[src/rtl/xfer_pkg.sv]
package xfer_pkg;
  localparam int XW   = 16;
  localparam int OPW  = 4;
  localparam logic [OPW-1:0] OP_CALL = 4'b0100;
  localparam logic [OPW-1:0] OP_JUMP = 4'b1100;
  localparam logic [OPW-1:0] OP_SYSC = 4'b1111;

  typedef enum logic [1:0] {
    XK_NONE = 2'd0,
    XK_CALL = 2'd1,
    XK_JUMP = 2'd2,
    XK_SYSC = 2'd3
  } xfer_kind_t;
endpackage

[src/rtl/xfer_decode.sv]
module xfer_decode
  import xfer_pkg::*;
(
  input  logic             vld,
  input  logic             hold,
  input  logic [OPW-1:0]   opcode,
  output xfer_kind_t       kind
);
  always_comb begin
    kind = XK_NONE;
    if (vld && !hold) begin
      unique case (opcode)
        OP_CALL: kind = XK_CALL;
        OP_JUMP: kind = XK_JUMP;
        OP_SYSC: kind = XK_SYSC;
        default: kind = XK_NONE;
      endcase
    end
  end
endmodule

[src/rtl/xfer_target.sv]
module xfer_target
  import xfer_pkg::*;
#(
  parameter int W    = XW,
  parameter int OFFW = 11
) (
  input  xfer_kind_t    kind,
  input  logic          rel_mode,
  input  logic [OFFW-1:0] offset,
  input  logic [W-1:0]  pc_inc,
  input  logic [W-1:0]  base_val,
  output logic [W-1:0]  target,
  output logic          rel_used
);
  localparam int EXTW = W - OFFW;

  function automatic logic [W-1:0] rel_target(input logic [W-1:0] pc,
                                              input logic [OFFW-1:0] off);
    rel_target = pc + {{EXTW{off[OFFW-1]}}, off};
  endfunction

  assign rel_used = (kind == XK_CALL) && rel_mode;
  assign target   = rel_used ? rel_target(pc_inc, offset) : base_val;
endmodule

[src/rtl/trap_seq.sv]
module trap_seq (
  input  logic clk,
  input  logic rst_n,
  input  logic fire,
  output logic busy
);
  always_ff @(posedge clk or negedge rst_n) begin
    if (!rst_n) busy <= 1'b0;
    else        busy <= fire;
  end

  p_fire_sets_busy_r6: assert property (@(posedge clk) disable iff (!rst_n)
    fire |=> busy);
  p_busy_single_r7: assert property (@(posedge clk) disable iff (!rst_n)
    busy |=> !busy);
endmodule

[src/rtl/ctl_xfer_npc.sv]
module ctl_xfer_npc
  import xfer_pkg::*;
#(
  parameter int W    = XW,
  parameter int OFFW = 11,
  parameter int VECW = 8
) (
  input  logic         clk,
  input  logic         rst_n,
  input  logic         instr_vld,
  input  logic [W-1:0] instr,
  input  logic [W-1:0] pc_inc,
  input  logic [W-1:0] base_val,
  input  logic [W-1:0] tbl_word,
  output logic         pc_load,
  output logic [W-1:0] pc_next,
  output logic         link_we,
  output logic [W-1:0] link_val,
  output logic         vec_rd,
  output logic [W-1:0] vec_addr,
  output logic         busy
);
  localparam int OPLSB = W - OPW;
  localparam int MODEB = OFFW;

  function automatic logic [W-1:0] zext_vec(input logic [VECW-1:0] v);
    zext_vec = {{(W-VECW){1'b0}}, v};
  endfunction

  xfer_kind_t   kind;
  logic [W-1:0] tgt;
  logic         rel_used;
  logic         sysc_fire;
  logic         call_hit;
  logic         jump_hit;

  xfer_decode u_dec (
    .vld    (instr_vld),
    .hold   (busy),
    .opcode (instr[W-1:OPLSB]),
    .kind   (kind)
  );

  xfer_target #(.W(W), .OFFW(OFFW)) u_tgt (
    .kind     (kind),
    .rel_mode (instr[MODEB]),
    .offset   (instr[OFFW-1:0]),
    .pc_inc   (pc_inc),
    .base_val (base_val),
    .target   (tgt),
    .rel_used (rel_used)
  );

  assign sysc_fire = (kind == XK_SYSC);
  assign call_hit  = (kind == XK_CALL);
  assign jump_hit  = (kind == XK_JUMP);

  trap_seq u_seq (
    .clk   (clk),
    .rst_n (rst_n),
    .fire  (sysc_fire),
    .busy  (busy)
  );

  assign pc_load  = call_hit || jump_hit || busy;
  assign pc_next  = busy ? tbl_word : tgt;
  assign link_we  = call_hit || sysc_fire;
  assign link_val = pc_inc;
  assign vec_rd   = sysc_fire;
  assign vec_addr = zext_vec(instr[VECW-1:0]);

  p_jump_nolink_r4: assert property (@(posedge clk) disable iff (!rst_n)
    jump_hit |-> (pc_load && !link_we));
  p_sysc_no_load_r5: assert property (@(posedge clk) disable iff (!rst_n)
    vec_rd |-> (!pc_load && link_we && vec_addr[W-1:VECW] == '0));
  p_busy_quiet_r7: assert property (@(posedge clk) disable iff (!rst_n)
    busy |-> (pc_load && !link_we && !vec_rd));
  p_rel_only_call_r1: assert property (@(posedge clk) disable iff (!rst_n)
    rel_used |-> (link_we && pc_load));
  p_idle_r8: assert property (@(posedge clk) disable iff (!rst_n)
    (!instr_vld && !busy) |-> !(pc_load || link_we || vec_rd));
endmodule

[config.mk]
export PLATFORM = sky130hd
export DESIGN_NAME = ctl_xfer_npc
export DESIGN_NICKNAME = d
export VERILOG_FILES = /design/src/rtl/xfer_pkg.sv /design/src/rtl/xfer_decode.sv /design/src/rtl/xfer_target.sv /design/src/rtl/trap_seq.sv /design/src/rtl/ctl_xfer_npc.sv
export SDC_FILE = /design/constraint.sdc
export NUM_CORES = 1
export LEC_CHECK = 0
export ABC_AREA = 0
export BUFFER_PORTS_ARGS = -buffer_cell sky130_fd_sc_hd__clkbuf_2
export CAP_MARGIN = 20
export CORE_ASPECT_RATIO = 1.4
export CORE_MARGIN = 8
export CORE_UTILIZATION = 39
export DETAILED_ROUTE_END_ITERATION = 8
export MAX_ROUTING_LAYER = met4
export PLACE_DENSITY_LB_ADDON = 0.12
export SLEW_MARGIN = 5
export SYNTH_ARGS = -nofsm -noshare
export SYNTH_HDL_FRONTEND = slang
export SYNTH_SLANG_ARGS = --single-unit
[constraint.sdc]
create_clock -name clk -period 2.9 [get_ports clk]
set_input_delay 0.29 -clock clk [delete_from_list [all_inputs] [get_ports clk]]
set_output_delay 0.29 -clock clk [all_outputs]
set_load 0.005 [all_outputs]
* After elaboration in Yosys (flattened, before gate mapping)
Index checks and enable logic that the tools add are counted.
** Storage, ports and cells
- Flip-flop bits (word level) :: 1
- Word-level logic and storage cells :: 18
** Cells by class
- Add/sub/neg operators :: 1
- Equal/unequal tests :: 6
- Muxes and demuxes :: 4
- Reduce and logical (&&, ||, !) cells :: 6
** Operators with widths (count)
- 16-bit 2-to-1 mux :: 2
- 16-bit adder :: 1
- 4-bit == test (second input constant) :: 2
- 2-bit case mux with 3 select lines :: 1
- 2-bit == test (second input constant) :: 2
- 4-bit by 3-bit == test with 1-bit output (second input constant) :: 1
- 1-bit logical OR :: 3
- 2-bit by 1-bit == test with 1-bit output (second input constant) :: 1
- 1-bit logical AND :: 2
- 2-bit 2-to-1 mux :: 1
- 1-bit logical NOT :: 1

* Depth between registers and ports, before layout
Gate-level depths: netlist (run 1).
- Word-level depth :: 7
- Mapped depth :: 10
- Mapped depth without buffers :: 9

* Cells and area by module
Synthesis (run 1) repeated with hierarchy kept, for this count alone.
** Second synthesis, totals
- Cell total of the unflattened synthesis :: 196
- Area total of the unflattened synthesis :: 1488.9 µm²
** By module, submodules not included
- xfer_target :: times used 1, cells an instance 133, area an instance 888.4 µm², sequential area each 0.0 µm²
- ctl_xfer_npc :: times used 1, cells an instance 56, area an instance 530.5 µm², sequential area each 0.0 µm²
- xfer_decode :: times used 1, cells an instance 6, area an instance 45.0 µm², sequential area each 0.0 µm²
- trap_seq :: times used 1, cells an instance 1, area an instance 25.0 µm², sequential area each 25.0 µm²

* Least setup slack after synthesis (run 1)
Ideal clock, no wire load.
- Kind :: register -> output
- Start point :: reg u_seq.busy
- End point :: out pc_next[12]
- Data arrival time :: 2.419 ns
- Required time :: 2.610 ns
- Slack :: 0.191 ns
- Cell stages (with the launch flop) :: 10
- Path through :: dfrtp_1 -> clkbuf_1 -> clkbuf_1 -> a211oi_1 -> ha_1 -> and2_1 -> clkbuf_1 -> nand2_1 -> or3b_2 -> o211ai_1
** On the way
- Word-level cells in the longest chain between the ends :: 7
** RTL lines
- from (decl) :: line trap_seq.sv:5 : output logic busy
- from (signal assigned) :: line trap_seq.sv:9 : else busy <= fire;
- 1-bit logical NOT :: line xfer_decode.sv:11 : if (vld && !hold) begin
- 1-bit logical AND :: line xfer_decode.sv:11
- 2-bit 2-to-1 mux :: line xfer_decode.sv:11
- 2-bit by 1-bit == test with 1-bit output :: line xfer_target.sv:22 : assign rel_used = (kind == XK_CALL) && rel_mode;
- 1-bit logical AND :: line xfer_target.sv:22
- 16-bit 2-to-1 mux :: line xfer_target.sv:23 : assign target = rel_used ? rel_target(pc_inc, offset) : base_val;
- 16-bit 2-to-1 mux (*) :: line ctl_xfer_npc.sv:66 : assign pc_next = busy ? tbl_word : tgt;
- to (decl) :: line ctl_xfer_npc.sv:16 : output logic [W-1:0] pc_next,
Every way passes the cells marked *; elsewhere a longest branch is shown, timed or not.

* Worst setup path after layout (run 1)
- Start point :: in instr[0]
- End point :: out pc_next[12]
** On the way
- Word-level cells in the longest chain between the ends :: 3
** RTL lines
- from (decl) :: line ctl_xfer_npc.sv:11 : input logic [W-1:0] instr,
- 16-bit adder :: line xfer_target.sv:19 : rel_target = pc + {{EXTW{off[OFFW-1]}}, off};
- 16-bit 2-to-1 mux :: line xfer_target.sv:23
- 16-bit 2-to-1 mux :: line ctl_xfer_npc.sv:66
No other way between the ends.

==> results of run 1 <==
report_power, final:
group	leakage (nW)	internal, mW	switching [mW]	total [mW]
clock network	0	0	0	0
logic	1.02	0.146	0.144	0.290
registers	0.0140	0.0143	0.0000654	0.0143
cell usage after synthesis (4+ instances only):
cell type	instances	area [um^2]
o21ai_0	14	70.1
a21oi_1	17	85.1
o211ai_1	5	37.5
ha_1	17	213
and2_1	4	25.0
and3_1	4	25.0
nand2_1	27	101
xnor2_1	7	61.3
xor2_1	5	43.8
a21o_1	4	30.0
a31oi_1	5	31.3
buf_4	32	240
clkbuf_1	8	30.0
nor2_1	11	41.3
mux2i_1	4	40.0
final cells by class:
type,count,share of cell area [%]
multi-input cells,164,60.6
repair buffers,121,34.7
well taps,40,2.74
flip-flops and latches,1,1.37
inverters,3,0.616
how the worst max path moves through the flow:
stage	start	to	slack [ns]
2_1_floorplan	u_seq.busy$_DFF_PN0_	pc_next[12]	0.19
3_3_place_gp	instr[0]	pc_next[12]	0.02
3_5_place_dp	instr[0]	pc_next[12]	0.02
4_1_cts	instr[0]	pc_next[12]	0.06
5_1_grt	instr[0]	pc_next[12]	0.008
6_report	instr[0]	pc_next[12]	0.11
layer usage:
metal / part of all wire [%] / vias to the layer above / GRT usage (%)
met5: 0 / - / -
met4: 0.57 / 0 / 2.14
met3: 8.0 / 2 / 2.97
met2: 53 / 73 / 30.2
met1: 38 / 736 / 17.0
li1: - / 866 / -
cells by family (layout without fill, tap and decap cells):
group                    Yosys count  after routing  synth area share (%)
AO/OA/AOI/OAI                     62             62                  29.8
XOR/XNOR                          12             12                  7.60
adder cells (fa/ha/maj)           18             18                  16.8
buffers and inverters             43            124                  20.4
flip-flops                         1              1                  1.81
multiplexers                       5              5                  3.71
other                              1              8                 0.271
AND/OR/NAND/NOR                   59             59                  19.6
timing repair:
action                     CTS  global route
pin swaps                    0             2
setup endpoints to repair    1             1
gates resized for setup      1             1
through the flow:
stage / hold slack, ns / instance area, um^2 / worst slack, ns
5_1_grt: 0.0704 / 1830 / 0.00837
3_5_place_dp: 0.0667 / 1820 / 0.0153
4_1_cts: 0.0670 / 1820 / 0.0582
2_1_floorplan: -0.00559 / 1410 / 0.191
3_3_place_gp: 0.0648 / 1820 / 0.0208
6_report: 0.0659 / 1830 / 0.109
==> flow_summary_export.csv, run 1 <==
group,metric,value,unit
finish,finalNetCount,376,
floorplanning,std_cell_rows,25,
grt,overflow,0,
run_status,outcome,"finished clean",
worst_setup_path,r2r_cells,3,
finish,antenna_cells,0,
worst_setup_path,crit_chain,"clkbuf_2 -> ha_2 -> fa_2 -> a21o_1 -> a221o_2 -> a211oi_4 -> o31ai_2 -> a2111o_1 -> o211ai_1 -> clkbuf_2",
floorplanning,initial_core_util,40.9,%
power,p_total,0.305,mW
timing,relSlewSlack,59.8,%
timing,worst_pin_slew,0.602,ns
worst_setup_path,crit_path_start_kind,"input port",
finish,area_delta_synth_final,32.1,%
job,drv_cap,0,
worst_setup_path,cp.required,2.61,ns
synthesis,netlist_instances,201,
timing,final.setup.tns,0,ns
min_path,hp-class,"input port to async pin",
routing,drtAntennaViolNets,0,
clocking,hold_buffers,0,
worst_setup_path,slowest_delay,0.42,ns
timing,final-setup-viol-count,0,
finish,final_common_cell,"clkbuf_2",
synthesis,ys_seq_area_share,1.81,%
worst_setup_path,rr_endpoint,"u_seq.busy$_DFF_PN0_",
worst_setup_path,crit_type,"input port to output port",
floorplanning,die_x,66.3,um
place,hpwlAfterDp,4.25,mm
routing,wirelength,4.70,mm
worst_setup_path,arrival,2.50,ns
synthesis,synth_area,0.00138,mm^2
synthesis,synthArstFlopShare,100,%
worst_setup_path,path_max_fanout,2,
routing,first_iter_violations,51,
floorplanning,dieArea,0.00573,mm^2
power,ir_worst_vdd,0.0836,mV
worst_setup_path,critPathCaptureType,"output port",
worst_setup_path,timing.critical_path.mode_cell,"clkbuf_2",
routing,vias_per_cell,5.10,
worst_setup_path,slowest_stage,"a2111o_1",
worst_setup_path,r2r_slack,1.80,ns
grt,first_global_vias,1772,
finish,layout.cells.non_filler,329,
finish,drive_gt1_share,45.3,%
place,gp_congestion,0.925,
timing,rsz0062_at_grt,"false",
clocking,post_cts_buffers,0,
finish,largest_reg_flops,1,
grt,antenna_found_initial,0,
place,portBuffers,110,
grt,grt_pass1_wl,7.66,mm
floorplanning,core-area,0.00338,mm^2
grt,grt_max_degree,20,
finish,top_register,"u_seq.busy",
worst_setup_path,cp_top_family,"compound AO/OA/AOI/OAI gates",
worst_setup_path,cp_num_cells,10,
power,p_per_area,167,mW/mm^2
synthesis,synth_edf_count,0,
routing,dr.pass1.iters,4,
timing,max_freq,358,MHz
clocking,clk_latency,0,ns
finish,top_regs,"u_seq.busy: 1 flops",
place,dp_cells,329,
synthesis,ys_types,40,
synthesis,ys.flop_type,"dfrtp_1",
synthesis,ys_ff_latch,1,
synthesis,avgSynthCellArea,6.88,um^2
floorplanning,die_y,86.5,um
worst_setup_path,crit_buf_inv,2,
finish,final-seq-area,25.0,um^2
finish,fillers,378,
worst_setup_path,crit-reg2reg-launch,"u_seq.busy$_DFF_PN0_",
synthesis,yosysWarnings,0,
power,p_leak,1.03,nW
timing,min_period,2.79,ns
timing,drv_slew,0,
timing,fin_skew,0,ns
timing,post-route-period-util,96.2,%
timing,hold_viol,0,
finish,fin_util,54.1,%
finish,multi_input_comb_area,0.00111,mm^2
finish,final_cell_mix,"110 x clkbuf_2, 27 x nand2_1, 17 x a21oi_1",
clocking,clkTransAtPathRegs,0,ns
routing,drc,0,
routing,wire_per_inst,14.3,um
floorplanning,ios,119,
routing,vias,1677,
grt,grt_use_total,16.1,%
Note: power is estimated with default switching activity, not from simulation.
==> inputs of run 2 (changes only) <==
--- a/config.mk
+++ b/config.mk
@@ -5,12 +5,12 @@
 export SDC_FILE = /design/constraint.sdc
 export NUM_CORES = 1
 export LEC_CHECK = 0
-export ABC_AREA = 0
+export ABC_AREA = 1
 export BUFFER_PORTS_ARGS = -buffer_cell sky130_fd_sc_hd__clkbuf_2
 export CAP_MARGIN = 20
 export CORE_ASPECT_RATIO = 1.4
 export CORE_MARGIN = 8
-export CORE_UTILIZATION = 39
+export CORE_UTILIZATION = 42
 export DETAILED_ROUTE_END_ITERATION = 8
 export MAX_ROUTING_LAYER = met4
 export PLACE_DENSITY_LB_ADDON = 0.12
==> run 2 against run 1 <==
Cell area is 10% higher. Power rose by 6.7%. Global-route usage decreased by 0.85 points. Clock skew unchanged. Sequential share of layout area fell by 0.13 points. Via count rose by 20%. Wire length up 5.3%. Sequential cell count unchanged. Combinational power grew 7.2%. Cell count increased by 33%. Critical path depth unchanged. Area after synthesis grew 20%. Critical path type is now register to output port. Largest power group unchanged.
==> flow_summary_export.csv, run 2 <==
group,metric,value,unit
routing,first_iter_violations,75,
synthesis,ys_seq_area_share,1.51,%
synthesis,synth_common_cells,"113 x nand2_1, 37 x inv_1, 33 x buf_4",
timing,final-setup-viol-count,0,
grt,first_global_vias,2041,
power,p_per_area,161,mW/mm^2
place,portBuffers,110,
timing,rsz0062_at_grt,"false",
timing,final.setup.tns,0,ns
grt,grt_pass1_wl,8.29,mm
clocking,clk_latency,0,ns
synthesis,avgSynthCellArea,5.31,um^2
floorplanning,core-area,0.00385,mm^2
floorplanning,initial_core_util,43.0,%
floorplanning,die_x,69.1,um
power,p_total,0.325,mW
clocking,clkTransAtPathRegs,0,ns
place,dpl-instance-area,0.00202,mm^2
worst_setup_path,crit_chain,"clkinv_1 -> nand2_1 -> a21oi_1 -> ha_1 -> nand2_1 -> inv_2 -> nand3_1 -> o21ai_1 -> o21ai_1 -> clkbuf_2",
finish,fin_util,52.4,%
clocking,cts-resized-gates,0,
worst_setup_path,r2r_slack,1.67,ns
finish,final_common_cell,"nand2_1",
run_status,outcome,"finished clean",
floorplanning,dieArea,0.00624,mm^2
synthesis,netlist_instances,312,
routing,wirelength,4.95,mm
synthesis,ys_types,33,
worst_setup_path,slowest_delay,0.36,ns
synthesis,synthArstFlopShare,100,%
grt,grt_use_total,15.2,%
routing,vias,2008,
place,dp_cells,436,
power,combPwrFrac,95.6,%
grt,antenna_found_initial,0,
timing,hold_viol,0,
worst_setup_path,cp_num_cells,10,
worst_setup_path,rr_endpoint,"u_seq.busy$_DFF_PN0_",
synthesis,synth_most_common_cell,"nand2_1",
power,ir_worst_vdd,0.0974,mV
grt,overflow,0,
finish,top_register,"u_seq.busy",
power,p_int,0.151,mW
synthesis,synth_top_cell_area_share,25.6,%
worst_setup_path,crit_path_start_kind,"register",
worst_setup_path,crit_type,"register to output port",
floorplanning,die_y,90.3,um
place,gp_congestion,0.884,
synthesis,synth_top_area_cell,"nand2_1",
finish,top_regs,"u_seq.busy: 1 flops",
finish,area_delta_synth_final,21.8,%
synthesis,synth_edf_count,0,
power,pwr-share-clk,0,%
finish,largest_reg_flops,1,
finish,antenna_cells,0,
synthesis,ys_ff_latch,1,
finish,finalNetCount,480,
min_path,hp-class,"input port to async pin",
timing,finalHoldWorstSlack,0.0646,ns
clocking,hold_buffers,0,
timing,min_period,2.21,ns
power,p_leak,1.34,nW
finish,final_cell_area,0.00202,mm^2
finish,drive_gt1_share,33.3,%
job,drv_cap,0,
floorplanning,ios,119,
synthesis,yosysWarnings,0,
routing,wire_per_inst,11.4,um
routing,vias_per_cell,4.61,
timing,fin_skew,0,ns
timing,max_freq,453,MHz
worst_setup_path,critPathCaptureType,"output port",
worst_setup_path,cp.required,2.61,ns
routing,drtAntennaViolNets,0,
finish,layout.cells.non_filler,436,
finish,final_cell_mix,"113 x nand2_1, 110 x clkbuf_2, 37 x inv_1",
power,switching_share,53.7,%
synthesis,ys.flop_type,"dfrtp_1",
worst_setup_path,crit_buf_inv,3,
routing,dr.pass1.iters,4,
place,place_ws,0.667,ns
worst_setup_path,path_max_fanout,27,
power,p_seq_share,4.4,%
worst_setup_path,arrival,1.92,ns
worst_setup_path,cp_top_family,"buffers and inverters",
timing,drv_slew,0,
place,hpwlAfterDp,4.56,mm
power,p_sw,0.174,mW
routing,drc,0,
synthesis,synth_area,0.00166,mm^2
floorplanning,std_cell_rows,27,
timing,setup_ws,0.693,ns
synthesis,synth.area.top_cells,"nand2_1 26%, buf_4 15%, ha_1 13%, inv_1 8.4%, nor2_1 7.3%",
grt,grt_max_degree,28,
worst_setup_path,slowest_stage,"dfrtp_1",
worst_setup_path,r2r_cells,6,
clocking,post_cts_buffers,0,
worst_setup_path,crit-reg2reg-launch,"u_seq.busy$_DFF_PN0_",
timing,post-route-period-util,76.1,%
==> run 2: kinds of logic after synthesis <==
kind of cell	synth area share (%)
compound gates	7.33
buf+inv	26.7
xor+xnor	2.12
simple gates	48.1
other cells	0.226
flops	1.51
fa+ha+maj	14.0
==> run 2: worst max path at each step <==
stage	endpoint	from	slack (ns)
5_1_grt	pc_next[15]	u_seq.busy$_DFF_PN0_	0.44
3_3_place_gp	pc_next[14]	instr[0]	0.72
3_5_place_dp	pc_next[6]	u_seq.busy$_DFF_PN0_	0.67
2_1_floorplan	pc_next[11]	u_seq.busy$_DFF_PN0_	0.79
4_1_cts	pc_next[6]	u_seq.busy$_DFF_PN0_	0.67
6_report	pc_next[6]	u_seq.busy$_DFF_PN0_	0.69
==> run 2: layout make-up <==
class	count	area [um^2]
repair buffers	111	558
well taps	43	53.8
multi-input cells	237	1220
fillers	452	1830
inverters	44	165
flip-flops and latches	1	25.0
==> run 2: metal layers <==
layer	GRT usage [%]	up-vias	routed length, um
met2	31.8	66	2830
met5	-	-	0
met1	13.9	846	1810
met3	2.09	6	233
li1	-	1090	-
met4	2.23	0	74
==> run 2: power by group through the flow <==
stage / Combinational, mW / Sequential (mW) / Clock [mW]
detailed placement: 0.313 / 0.0143 / 0
global route: 0.358 / 0.0143 / 0
finish: 0.311 / 0.0143 / 0
CTS: 0.315 / 0.0143 / 0
floorplan: 0.221 / 0.0143 / 0
global placement: 0.312 / 0.0143 / 0
==> inputs of run 3 (changes only) <==
==> constraint.sdc (replaced) <==
create_clock -name clk -period 2.2 [get_ports clk]
set_input_delay 0.22 -clock clk [delete_from_list [all_inputs] [get_ports clk]]
set_output_delay 0.22 -clock clk [all_outputs]
set_load 0.005 [all_outputs]
==> run 3 against run 2 <==
Hold slack improved by 0.49 ns. Sequential cell count unchanged. Setup slack got worse by 0.50 ns. Critical path depth increased by 3. Sequential share of layout area about the same.
==> flow_summary_export.csv, run 3 (synthesized netlist as in run 2, its figures left out) <==
group,metric,value,unit
floorplanning,dieArea,0.00624,mm^2
timing,hold_viol,0,
routing,drc,0,
worst_setup_path,arrival,1.78,ns
power,ir_worst_vdd,0.127,mV
grt,grt_pass1_wl,8.97,mm
floorplanning,ios,119,
run_status,outcome,"finished clean",
finish,final_cell_area,0.00205,mm^2
timing,final.setup.tns,0,ns
power,p_total,0.432,mW
timing,max_freq,499,MHz
place,hpwlAfterDp,4.70,mm
worst_setup_path,rr_endpoint,"u_seq.busy$_DFF_PN0_",
finish,finalNetCount,483,
power,p_per_area,211,mW/mm^2
finish,area_delta_synth_final,23.6,%
timing,finalHoldWorstSlack,0.552,ns
floorplanning,die_x,69.1,um
floorplanning,die_y,90.3,um
routing,first_iter_violations,94,
floorplanning,std_cell_rows,27,
place,dpl-instance-area,0.00203,mm^2
worst_setup_path,critPathCaptureType,"output port",
job,drv_cap,0,
grt,antenna_found_initial,0,
finish,final_cell_mix,"112 x nand2_1, 110 x clkbuf_2, 37 x inv_1",
worst_setup_path,path_max_fanout,3,
timing,drv_slew,0,
timing,fin_skew,0,ns
routing,drtAntennaViolNets,0,
finish,drive_gt1_share,33.8,%
min_path,hp-class,"input port to async pin",
worst_setup_path,r2r_cells,6,
finish,final_common_cell,"nand2_1",
worst_setup_path,cp.required,1.98,ns
routing,vias,2044,
worst_setup_path,r2r_slack,1.18,ns
power,p_leak,1.35,nW
routing,vias_per_cell,4.66,
floorplanning,initial_core_util,43.0,%
place,portBuffers,110,
grt,grt_max_degree,28,
worst_setup_path,crit-reg2reg-launch,"u_seq.busy$_DFF_PN0_",
timing,post-route-period-util,91.1,%
grt,grt_use_total,16.5,%
timing,rsz0062_at_grt,"false",
finish,antenna_cells,0,
timing,min_period,2.00,ns
timing,final-setup-viol-count,0,
place,dp_cells,438,
grt,first_global_vias,2156,
worst_setup_path,crit_type,"input port to output port",
finish,top_register,"u_seq.busy",
finish,top_regs,"u_seq.busy: 1 flops",
finish,largest_reg_flops,1,
worst_setup_path,crit_path_start_kind,"input port",
place,gp_congestion,0.859,
floorplanning,core-area,0.00385,mm^2
finish,layout.cells.non_filler,439,
routing,wirelength,5.14,mm
clocking,clk_latency,0,ns
grt,overflow,0,
routing,dr.pass1.iters,4,
clocking,post_cts_buffers,0,
routing,wire_per_inst,11.7,um
clocking,clkTransAtPathRegs,0,ns
-- run 3: cell count changes in the layout (fill, tap and decap cells not counted) --
cell / before / now
clkinv_2: 0 / 1
buf_4: 1 / 3
nand2_1: 113 / 112
nand2_2: 4 / 5
inv_2: 6 / 5
dlygate4sd3_1: 0 / 1
-- run 3: where the power goes --
part | total (mW) | internal, mW | leakage, nW | switching [mW]
registers | 0.0188 | 0.0188 | 0.0140 | 0.0000337
logic | 0.413 | 0.182 | 1.34 | 0.231
clock network | 0 | 0 | 0 | 0
-- run 3: final cells by class --
cell class                      instances  area (um^2)
Multi-Input combinational cell        237         1220
Fill cell                             459         1800
Timing Repair Buffer                  114          583
Sequential cell                         1         25.0
Inverter                               44          166
Tap cell                               43         53.8
-- run 3: per-layer routing --
metal,share of wire (%),global-route usage [%],vias to the layer above,wire [um]
met5,0,-,-,0
met4,1.1,1.37,0,55
met3,4.2,2.20,4,217
met2,59,35.9,61,3030
met1,36,14.4,885,1830
li1,-,-,1094,-
-- run 3: metrics by stage --
| stage | setup WS, ns | utilization, % |
|---|---|---|
| floorplan | 0.163 | - |
| global placement | 0.164 | 52.8 |
| detailed placement | 0.161 | 52.8 |
| CTS | 0.161 | 53.1 |
| global route | 0.0156 | 53.2 |
| finish | 0.196 | 53.2 |
-- run 3: how the worst max path moves through the flow --
| stage | end | cells after the start | start | slack (ns) |
|---|---|---|---|---|
| 2_1_floorplan | pc_next[11] | 12 | u_seq.busy$_DFF_PN0_ | 0.16 |
| 3_3_place_gp | pc_next[14] | 14 | instr[0] | 0.16 |
| 3_5_place_dp | pc_next[14] | 14 | instr[0] | 0.16 |
| 4_1_cts | pc_next[14] | 14 | instr[0] | 0.16 |
| 5_1_grt | pc_next[14] | 13 | instr[0] | 0.02 |
| 6_report | pc_next[14] | 13 | instr[0] | 0.20 |
-- run 3: what timing repair did --
action	CTS	global route
resized for setup	0	2
hold buffers	1	0
endpoints found under the setup margin	0	6
endpoints found under the hold margin	1	0
-- run 3: critical path, stage by stage --
cell	delay, ns
clkbuf_2	0.09
ha_1	0.23
fa_1	0.38
nand2_1	0.10
nand2_1	0.08
nand3b_1	0.12
nand2_2	0.08
nand2_1	0.08
nand3_1	0.08
nand3_1	0.10
nand2_1	0.07
nand2_1	0.05
clkbuf_2	0.11
